[src/rtl/irq_prio_pkg.sv]
package irq_prio_pkg;

    typedef enum logic [1:0] {
        ST_IDLE  = 2'd0,
        ST_GRANT = 2'd1,
        ST_SPUR  = 2'd2
    } ack_state_e;

    localparam int CLS_W = 4;

endpackage

[src/rtl/vec_prio_find.sv]
// Reports the highest-numbered set bit of a wide vector, searched word by word.
module vec_prio_find #(
    parameter int NUM_BITS = 256,
    parameter int WORD_W   = 32,
    parameter int IDX_W    = $clog2(NUM_BITS)
) (
    input  logic [NUM_BITS-1:0] bits,
    output logic                found,
    output logic [IDX_W-1:0]    idx
);
    localparam int NUM_WORDS = NUM_BITS / WORD_W;
    localparam int BIT_W     = $clog2(WORD_W);

    logic [NUM_WORDS-1:0] word_hit;
    logic [BIT_W-1:0]     word_idx [NUM_WORDS];

    for (genvar w = 0; w < NUM_WORDS; w++) begin : g_word
        logic             hit_l;
        logic [BIT_W-1:0] idx_l;
        always_comb begin
            hit_l = 1'b0;
            idx_l = '0;
            for (int b = 0; b < WORD_W; b++) begin
                if (bits[w*WORD_W + b]) begin
                    hit_l = 1'b1;
                    idx_l = BIT_W'(b);
                end
            end
        end
        assign word_hit[w] = hit_l;
        assign word_idx[w] = idx_l;
    end

    always_comb begin
        found = 1'b0;
        idx   = '0;
        for (int w = 0; w < NUM_WORDS; w++) begin
            if (word_hit[w]) begin
                found = 1'b1;
                idx   = IDX_W'(w * WORD_W + int'(word_idx[w]));
            end
        end
    end
endmodule

[src/rtl/irq_ack_fsm.sv]
// Acknowledge handshake: one response cycle per accepted request.
module irq_ack_fsm
    import irq_prio_pkg::*;
#(
    parameter int VEC_W = 8
) (
    input  logic             clk,
    input  logic             rst_n,
    input  logic             ack_req,
    input  logic             grant_ok,
    input  logic [VEC_W-1:0] grant_vec,
    input  logic [VEC_W-1:0] spur_vec,
    output logic             grant_stb,
    output logic             ack_valid,
    output logic [VEC_W-1:0] ack_vector
);
    ack_state_e       state_q, state_d;
    logic [VEC_W-1:0] vec_q;

    always_comb begin
        state_d = state_q;
        unique case (state_q)
            ST_IDLE:  if (ack_req) state_d = grant_ok ? ST_GRANT : ST_SPUR;
            ST_GRANT: state_d = ST_IDLE;
            ST_SPUR:  state_d = ST_IDLE;
            default:  state_d = ST_IDLE;
        endcase
    end

    always_ff @(posedge clk) begin
        if (!rst_n) begin
            state_q <= ST_IDLE;
            vec_q   <= '0;
        end else begin
            state_q <= state_d;
            if (state_q == ST_IDLE && ack_req)
                vec_q <= grant_ok ? grant_vec : spur_vec;
        end
    end

    always_comb begin
        grant_stb = 1'b0;
        ack_valid = 1'b0;
        unique case (state_q)
            ST_IDLE:  grant_stb = ack_req && grant_ok;
            ST_GRANT: ack_valid = 1'b1;
            ST_SPUR:  ack_valid = 1'b1;
            default:  ;
        endcase
    end

    assign ack_vector = vec_q;
endmodule

[src/rtl/irq_prio_ctrl.sv]
module irq_prio_ctrl
    import irq_prio_pkg::*;
#(
    parameter int NUM_VEC = 256,
    parameter int WORD_W  = 32,
    parameter int VEC_W   = $clog2(NUM_VEC)
) (
    input  logic             clk,
    input  logic             rst_n,
    input  logic             req_valid,
    input  logic [VEC_W-1:0] req_vector,
    input  logic             req_level,
    input  logic             ack_req,
    output logic             ack_valid,
    output logic [VEC_W-1:0] ack_vector,
    input  logic             eoi,
    input  logic             task_pri_we,
    input  logic [CLS_W-1:0] task_pri_wdata,
    output logic [CLS_W-1:0] task_pri_rdata,
    input  logic             spur_we,
    input  logic [VEC_W:0]   spur_wdata,
    output logic [VEC_W:0]   spur_rdata,
    output logic             cpu_irq,
    input  logic [VEC_W-1:0] qry_vector,
    output logic             qry_pending,
    output logic             qry_inservice,
    output logic             qry_level
);
    localparam int SUB_W = VEC_W - CLS_W;

    logic [NUM_VEC-1:0] pend_q, insvc_q, lvl_q;
    logic [CLS_W-1:0]   tpri_q;
    logic [VEC_W:0]     spur_q;

    logic             pend_any, isr_any;
    logic [VEC_W-1:0] pend_top, isr_top;
    logic [CLS_W-1:0] isr_cls, ppr_cls, pend_cls;
    logic             enabled, grant_ok, grant_stb;

    vec_prio_find #(.NUM_BITS(NUM_VEC), .WORD_W(WORD_W), .IDX_W(VEC_W)) u_pend_find (
        .bits(pend_q), .found(pend_any), .idx(pend_top)
    );
    vec_prio_find #(.NUM_BITS(NUM_VEC), .WORD_W(WORD_W), .IDX_W(VEC_W)) u_isr_find (
        .bits(insvc_q), .found(isr_any), .idx(isr_top)
    );

    assign enabled  = spur_q[VEC_W];
    assign pend_cls = pend_top[VEC_W-1 -: CLS_W];
    assign isr_cls  = isr_any ? isr_top[VEC_W-1 -: CLS_W] : '0;
    assign ppr_cls  = (tpri_q >= isr_cls) ? tpri_q : isr_cls;
    assign cpu_irq  = enabled && pend_any && !((ppr_cls != '0) && (pend_cls <= ppr_cls));
    assign grant_ok = enabled && pend_any &&
                      !((tpri_q != '0) && (pend_top <= {tpri_q, {SUB_W{1'b0}}}));

    irq_ack_fsm #(.VEC_W(VEC_W)) u_ack (
        .clk(clk), .rst_n(rst_n), .ack_req(ack_req), .grant_ok(grant_ok),
        .grant_vec(pend_top), .spur_vec(spur_q[VEC_W-1:0]),
        .grant_stb(grant_stb), .ack_valid(ack_valid), .ack_vector(ack_vector)
    );

    always_ff @(posedge clk) begin
        if (!rst_n) begin
            pend_q  <= '0;
            insvc_q <= '0;
            lvl_q   <= '0;
            tpri_q  <= '0;
            spur_q  <= {1'b0, {VEC_W{1'b1}}};
        end else begin
            if (grant_stb) pend_q[pend_top] <= 1'b0;
            if (req_valid) begin
                pend_q[req_vector] <= 1'b1;
                lvl_q[req_vector]  <= req_level;
            end
            if (eoi && isr_any) insvc_q[isr_top] <= 1'b0;
            if (grant_stb)      insvc_q[pend_top] <= 1'b1;
            if (task_pri_we) tpri_q <= task_pri_wdata;
            if (spur_we)     spur_q <= spur_wdata;
        end
    end

    assign task_pri_rdata = tpri_q;
    assign spur_rdata     = spur_q;
    assign qry_pending    = pend_q[qry_vector];
    assign qry_inservice  = insvc_q[qry_vector];
    assign qry_level      = lvl_q[qry_vector];
endmodule

[config.mk]
export PLATFORM = sky130hd
export DESIGN_NAME = irq_prio_ctrl
export DESIGN_NICKNAME = d
export VERILOG_FILES = /design/src/rtl/irq_prio_pkg.sv /design/src/rtl/vec_prio_find.sv /design/src/rtl/irq_ack_fsm.sv /design/src/rtl/irq_prio_ctrl.sv
export SDC_FILE = /design/constraint.sdc
export NUM_CORES = 2
export LEC_CHECK = 0
export BUFFER_PORTS_ARGS = -buffer_cell sky130_fd_sc_hd__buf_2
export CAP_MARGIN = 15
export CORE_MARGIN = 2
export CORE_UTILIZATION = 40
export DETAILED_ROUTE_END_ITERATION = 7
export PLACE_DENSITY = 0.55
export SYNTH_ARGS = -nofsm -noshare
export SYNTH_HDL_FRONTEND = slang
export SYNTH_SLANG_ARGS = --single-unit
export TNS_END_PERCENT = 30
[constraint.sdc]
create_clock -name clk -period 4.3 [get_ports clk]
set_input_delay 0.215 -clock clk [delete_from_list [all_inputs] [get_ports clk]]
set_output_delay 0.215 -clock clk [all_outputs]
set_load 0.01 [all_outputs]
After elaboration in Yosys (flattened, before gate mapping)
Index checks and enable logic that the tools add are counted.
- register bits: 791
- input bits: 37
- logic and storage cells: 1122
- add/subtract/negate cells: 14
- order comparisons: 10
- equal/unequal tests: 2
- mux-type cells: 1065
- bitwise gates (word level): 6
- reductions and logical operators: 18
- operator list (operator ; number):
    2-to-1 mux 256 bit ; 6
    2-to-1 mux 5 bit ; 258
    2-to-1 mux 1 bit ; 552
    2-to-1 mux 4 bit ; 130
    AND 256 bit ; 2
    NOT 256 bit ; 2
    bitwise OR 256 bit ; 2
    bitwise mux 256 bit ; 1
    2-to-1 mux 3 bit ; 64
    2-to-1 mux 8 bit ; 15
    2-to-1 mux 2 bit ; 33
    adder 8 x 5 -> 8 bit, first input constant ; 8
    less-than comparator 8 x 9 -> 1 bit, second input constant ; 4
    adder 7 x 5 -> 8 bit, first input constant ; 4
    binary-select mux 1 bit (select 8 bit) ; 3
    demux 1 bit (select 8 bit) ; 3
    greater-or-equal comparator 8 x 1 -> 1 bit, second input constant ; 3
    adder 6 x 5 -> 7 bit, first input constant ; 2
    logical AND 1 bit ; 11
    less-or-equal comparator 8 bit ; 1
    nonzero test 4 bit ; 2
    greater-or-equal comparator 4 bit ; 1
    less-or-equal comparator 4 bit ; 1
    equality test 2 x 1 -> 1 bit, second input constant ; 1
    5 further kinds ; 6

Longest topological paths before layout
- depth after elaboration: 50
- depth in mapped cells: 22

Modules after synthesis
A second synthesis with hierarchy kept.
- cells, all modules: 5207
- area total of the unflattened synthesis: 43508.0 um^2
- by module, submodules not included (module ; instances ; cells an instance ; area an instance (um^2)):
    irq_prio_ctrl ; 1 ; 4063 ; 36895.4
    vec_prio_find ; 2 ; 547 ; 3066.7
    irq_ack_fsm ; 1 ; 50 ; 479.2

Least setup slack after synthesis
Ideal clock, no wire load.
- path kind: register to output
- from: register insvc_q[108]
- to: output port cpu_irq
- arrival: 4.341 ns
- required time: 4.085 ns
- slack: -0.256 ns
- stages on the path, launching flop included: 20
- buffers on the path: 0
- path through: dfxtp_1 or4_4 or4_4 o31a_1 o21ai_0 nand2_1 nand2_1 ha_1 nand2b_1 a21o_1 a21o_1 a21oi_1 a21oi_1 ha_1 nor2b_1 o21ai_0 nand2b_1 a21oi_1 a41o_1 a21oi_1
- cells in the longest elaborated chain, start to end: 33
- elaborated cells between the ends (all ways): 59
- RTL lines (element ; line ; text):
    start, declared ; irq_prio_ctrl.sv:31 ; logic [NUM_VEC-1:0] pend_q, insvc_q, lvl_q;
    start signal, assigned ; irq_prio_ctrl.sv:64 ; insvc_q <= '0;
    start signal, assigned by index ; irq_prio_ctrl.sv:74 ; if (eoi && isr_any) insvc_q[isr_top] <= 1'b0;
    start signal, assigned by index ; irq_prio_ctrl.sv:75 ; if (grant_stb) insvc_q[pend_top] <= 1'b1;
    2-to-1 mux 4 bit (4 in a row) ; vec_prio_find.sv:24 ; if (bits[w*WORD_W + b]) begin
    2-to-1 mux 5 bit (16 in a row) ; vec_prio_find.sv:24 ;
    adder 7 x 5 -> 8 bit ; vec_prio_find.sv:40 ; idx = IDX_W'(w * WORD_W + int'(word_idx[w]));
    2-to-1 mux 8 bit (5 in a row) ; vec_prio_find.sv:38 ; if (word_hit[w]) begin
    2-to-1 mux 4 bit * ; irq_prio_ctrl.sv:49 ; assign isr_cls = isr_any ? isr_top[VEC_W-1 -: CLS_W] : '0;
    greater-or-equal comparator 4 bit ; irq_prio_ctrl.sv:50 ; assign ppr_cls = (tpri_q >= isr_cls) ? tpri_q : isr_cls;
    2-to-1 mux 4 bit * ; irq_prio_ctrl.sv:50 ;
    less-or-equal comparator 4 bit or nonzero test 4 bit (tied branches) ; irq_prio_ctrl.sv:51 ; assign cpu_irq = enabled && pend_any && !((ppr_cls != '0) && (pend_cls <= ppr_cls));
    logical AND 1 bit * ; irq_prio_ctrl.sv:51 ;
    logical NOT 1 bit * ; irq_prio_ctrl.sv:51 ;
    logical AND 1 bit * ; irq_prio_ctrl.sv:51 ;
    end, declared ; irq_prio_ctrl.sv:23 ; output logic cpu_irq,
Mark *: on every way between the ends. The rest lies on a longest branch, timed or not.

Worst setup path in the final report
- from: register insvc_q[103]
- to: output port cpu_irq
- cells in the longest elaborated chain, start to end: 38
- elaborated cells between the ends (all ways): 69
- RTL lines (element ; line):
    2-to-1 mux 3 bit ; vec_prio_find.sv:24
    2-to-1 mux 4 bit (8 in a row) ; vec_prio_find.sv:24
    2-to-1 mux 5 bit (16 in a row) ; vec_prio_find.sv:24
    adder 7 x 5 -> 8 bit ; vec_prio_find.sv:40
    2-to-1 mux 8 bit (5 in a row) ; vec_prio_find.sv:38
    2-to-1 mux 4 bit * ; irq_prio_ctrl.sv:49
    greater-or-equal comparator 4 bit ; irq_prio_ctrl.sv:50
    2-to-1 mux 4 bit * ; irq_prio_ctrl.sv:50
    less-or-equal comparator 4 bit or nonzero test 4 bit (tied branches) ; irq_prio_ctrl.sv:51
    logical AND 1 bit * ; irq_prio_ctrl.sv:51
    logical NOT 1 bit * ; irq_prio_ctrl.sv:51
    logical AND 1 bit * ; irq_prio_ctrl.sv:51
Marks and branches as above.

==> flow_metrics.env <==
export IMPL_status="complete, but fails checks"
export IMPL_violations="negative setup slack"
export IMPL_worstPathRequired_ns=4.09
export IMPL_crit_type="flop to output pin"
export IMPL_drv_slew=0
export IMPL_final_cells=6739
export IMPL_wl_met3_um=14400
export IMPL_rows=121
export IMPL_pin_count=63
export IMPL_top_layer="met5"
export IMPL_yosysUniqueCellTypes=95
export IMPL_layout_common_cells="dfxtp_1 (790), buf_4 (630), nor2_1 (446), a21oi_1 (376), nand2_1 (375)"
export IMPL_grt_pass1_wl_um=267000
export IMPL_clkPwrFrac=0.471
export IMPL_antenna_found_initial=6
export IMPL_drtIter0Drc=4978
export IMPL_final_layout_size_suffix_gt1_frac=0.252
export IMPL_die_area_mm2=0.112
export IMPL_clkLatencyLatePin_ns=0.70
export IMPL_drc_errors=0
export IMPL_htree_levels=3
export IMPL_synth_area_mm2=0.0437
export IMPL_seq_area_frac_synth=0.362
export IMPL_fin_crit_sh=1.23
export IMPL_dr_wl_met2_um=81600
export IMPL_setup_violations_final=1
export IMPL_crit_fanout=5
export IMPL_die_height_um=334
export IMPL_gp_congestion=0.984
export IMPL_irDropWorstVdd_mv=0.370
export IMPL_cp_arrival_ns=5.05
export IMPL_worstMarginPinSlew_ns=1.17
export IMPL_drtPass1Iterations=8
export IMPL_syn_nets=4840
export IMPL_hpwl_um=121000
export IMPL_drv_cap=0
export IMPL_avgSynthCellArea_um2=9.12
export IMPL_synthCells=4790
export IMPL_final_nets=5299
export IMPL_port_buffers=62
export IMPL_max_freq_mhz=190
export IMPL_critPathLaunchType="flop"
export IMPL_switching_share=0.272
export IMPL_comb_power_share=0.123
export IMPL_grt_use_total=0.311
export IMPL_grt_max_degree=144
export IMPL_reg2reg_slack_ns=0.12
export IMPL_vias_per_cell=6.44
export IMPL_fillers=10100
export IMPL_final_antenna_net_count=0
export IMPL_seqPwrFrac=0.407
export IMPL_start_util=0.402
export IMPL_p_per_area_mw_per_mm2=335
export IMPL_seqCellArea_mm2=0.0158
export IMPL_synth_edf_count=0
export IMPL_grt_ovfl_total=0
export IMPL_grt_pass1_vias=40600
export IMPL_cts_buffer_depth=3
export IMPL_cts_buffers=93
export IMPL_intPower_mw=13.2
export IMPL_layout_setup_ws_ns=-0.968
export IMPL_clock_sinks=791
export IMPL_async_reset_ff_frac=0
export IMPL_core_area_mm2=0.109
export IMPL_multiInputGateArea_mm2=0.0261
export IMPL_power_switching_mw=4.94
export IMPL_post_drt_wl_per_cell_um=26.4
export IMPL_path_clk_slew_ns=0.06
export IMPL_total_power_mw=18.1
export IMPL_vias=43400
export IMPL_end_kind="output pin"
export IMPL_cts_root_buf="clkbuf_16"
export IMPL_maxSlewHeadroom=0.216
export IMPL_hold_class="input port to flop"
export IMPL_ys_seq_elements=791
export IMPL_period_minus_slack_ns=5.27
export IMPL_placed_cells=6536
export IMPL_cts_tree="yes"
export IMPL_wl_met1_um=74100
export IMPL_synth_warnings=0
export IMPL_die_w_um=334
export IMPL_final_hold_viol_count=0
export IMPL_area_growth_pct=24.1
export IMPL_fin_skew_ns=0.0360
export IMPL_final_common_cell="dfxtp_1"
export IMPL_synth_ff_type="dfxtp_1"
export IMPL_routed_wl_um=178000
export IMPL_rsz0062_at_grt="true"
export IMPL_p_leak_nw=20.8
[cells in the mapped netlist (37+ instances only)]
library cell,number,area (um^2)
nor3_1,98,490
nor2_1,468,1760
o31ai_1,76,571
mux4_2,255,5740
mux2i_1,241,2410
nand2b_1,47,294
o311ai_0,54,473
or4_1,43,323
a21oi_1,379,1900
o211ai_1,116,871
inv_1,105,394
buf_2,37,185
nand3_1,78,390
nor4_1,158,988
o21ai_0,269,1350
dfxtp_1,791,15800
o21ai_1,74,370
a311oi_1,221,1940
nand2_1,376,1410
clkbuf_1,328,1230
[routing by layer]
metal  vias up  global-route usage
met3       442              0.0552
met4         4               0.126
met2      2012               0.494
met5         -                   0
met1     21400               0.418
li1      19500                   -
[flip-flops by register name, indices dropped and copies added, names as in the netlist]
register and count:
lvl_q 256, u_ack.ack_vector 8, task_pri_rdata 4, spur_rdata 9, insvc_q 256, pend_q 256
u_ack.state_q 2
[worst max-delay path, stage by stage (launching register included)]
cell,delay [ns]
dfxtp_2,0.32
or4_4,0.54
or4_4,0.57
o31a_1,0.34
o21ai_2,0.14
nand2_1,0.09
nand2_1,0.09
ha_1,0.23
nand2b_4,0.14
a21o_1,0.15
a21o_1,0.17
a21oi_4,0.21
buf_6,0.13
nor2_1,0.04
a31oi_2,0.22
ha_2,0.20
nor2b_1,0.04
o21ai_1,0.12
nand2b_1,0.07
a21oi_1,0.13
a41o_1,0.17
a21oi_4,0.10
buf_6,0.16
[layout make-up]
class | count | share of cell area
inverter | 106 | 0.00748
clock buffer | 136 | 0.0500
multi-input combinational | 3471 | 0.482
clock inverter | 32 | 0.0104
tap | 1414 | 0.0326
sequential | 791 | 0.292
timing repair buffer | 786 | 0.125
antenna | 3 | 0.000138
[through the flow]
stage	hold WS [ns]	setup slack, ns	setup TNS (ns)	util	cell area, um^2
floorplan	0.344	0.00442	0	-	43700
global placement	0.430	-0.594	-0.594	0.464	50300
detailed placement	0.436	-0.522	-0.522	0.464	50300
CTS	0.0152	-0.948	-0.948	0.497	53900
global route	0.0381	-1.11	-1.11	0.499	54200
finish	0.0198	-0.968	-0.968	0.500	54200
[path summary, 6_finish.rpt]
check,start,endpoint,cells after the start
worst max-delay path,insvc_q[103]$_SDFF_PN0_,cpu_irq,22
worst min-delay path,spur_we,spur_rdata[6]$_SDFFE_PN1P_,3
worst max register to register,pend_q[17]$_SDFF_PN0_,pend_q[26]$_SDFF_PN0_,16
worst min register to register,u_ack.state_q[0]$_SDFFE_PN0P_,u_ack.state_q[0]$_SDFFE_PN0P_,2
[power groups by stage]
stage	sequential (mW)	clock (mW)	combinational, mW
after detailed placement	7.54	0	2.12
after CTS	7.38	8.64	2.15
after floorplan	7.54	0	1.06
after global routing	7.38	8.92	2.28
final	7.38	8.54	2.23
after global placement	7.54	0	2.12
[what timing repair did]
action / in CTS / in global routing
setup endpoints to repair: 9 / 287
endpoints found under the hold margin: 15 / 0
pin swaps: 13 / 9
gates resized for setup: 13 / 39
hold buffers: 18 / 0
buffers inserted: 8 / 3
[cells by family after synthesis]
logic type	Yosys count	synth area share
buffers and inverters	528	0.0499
DFF	791	0.362
muxes	496	0.187
AOI/OAI and AO/OA	1484	0.227
and+or+nand+nor	1478	0.170
adders and majority gates	13	0.00372
Note: power is estimated with default switching activity, not from simulation.
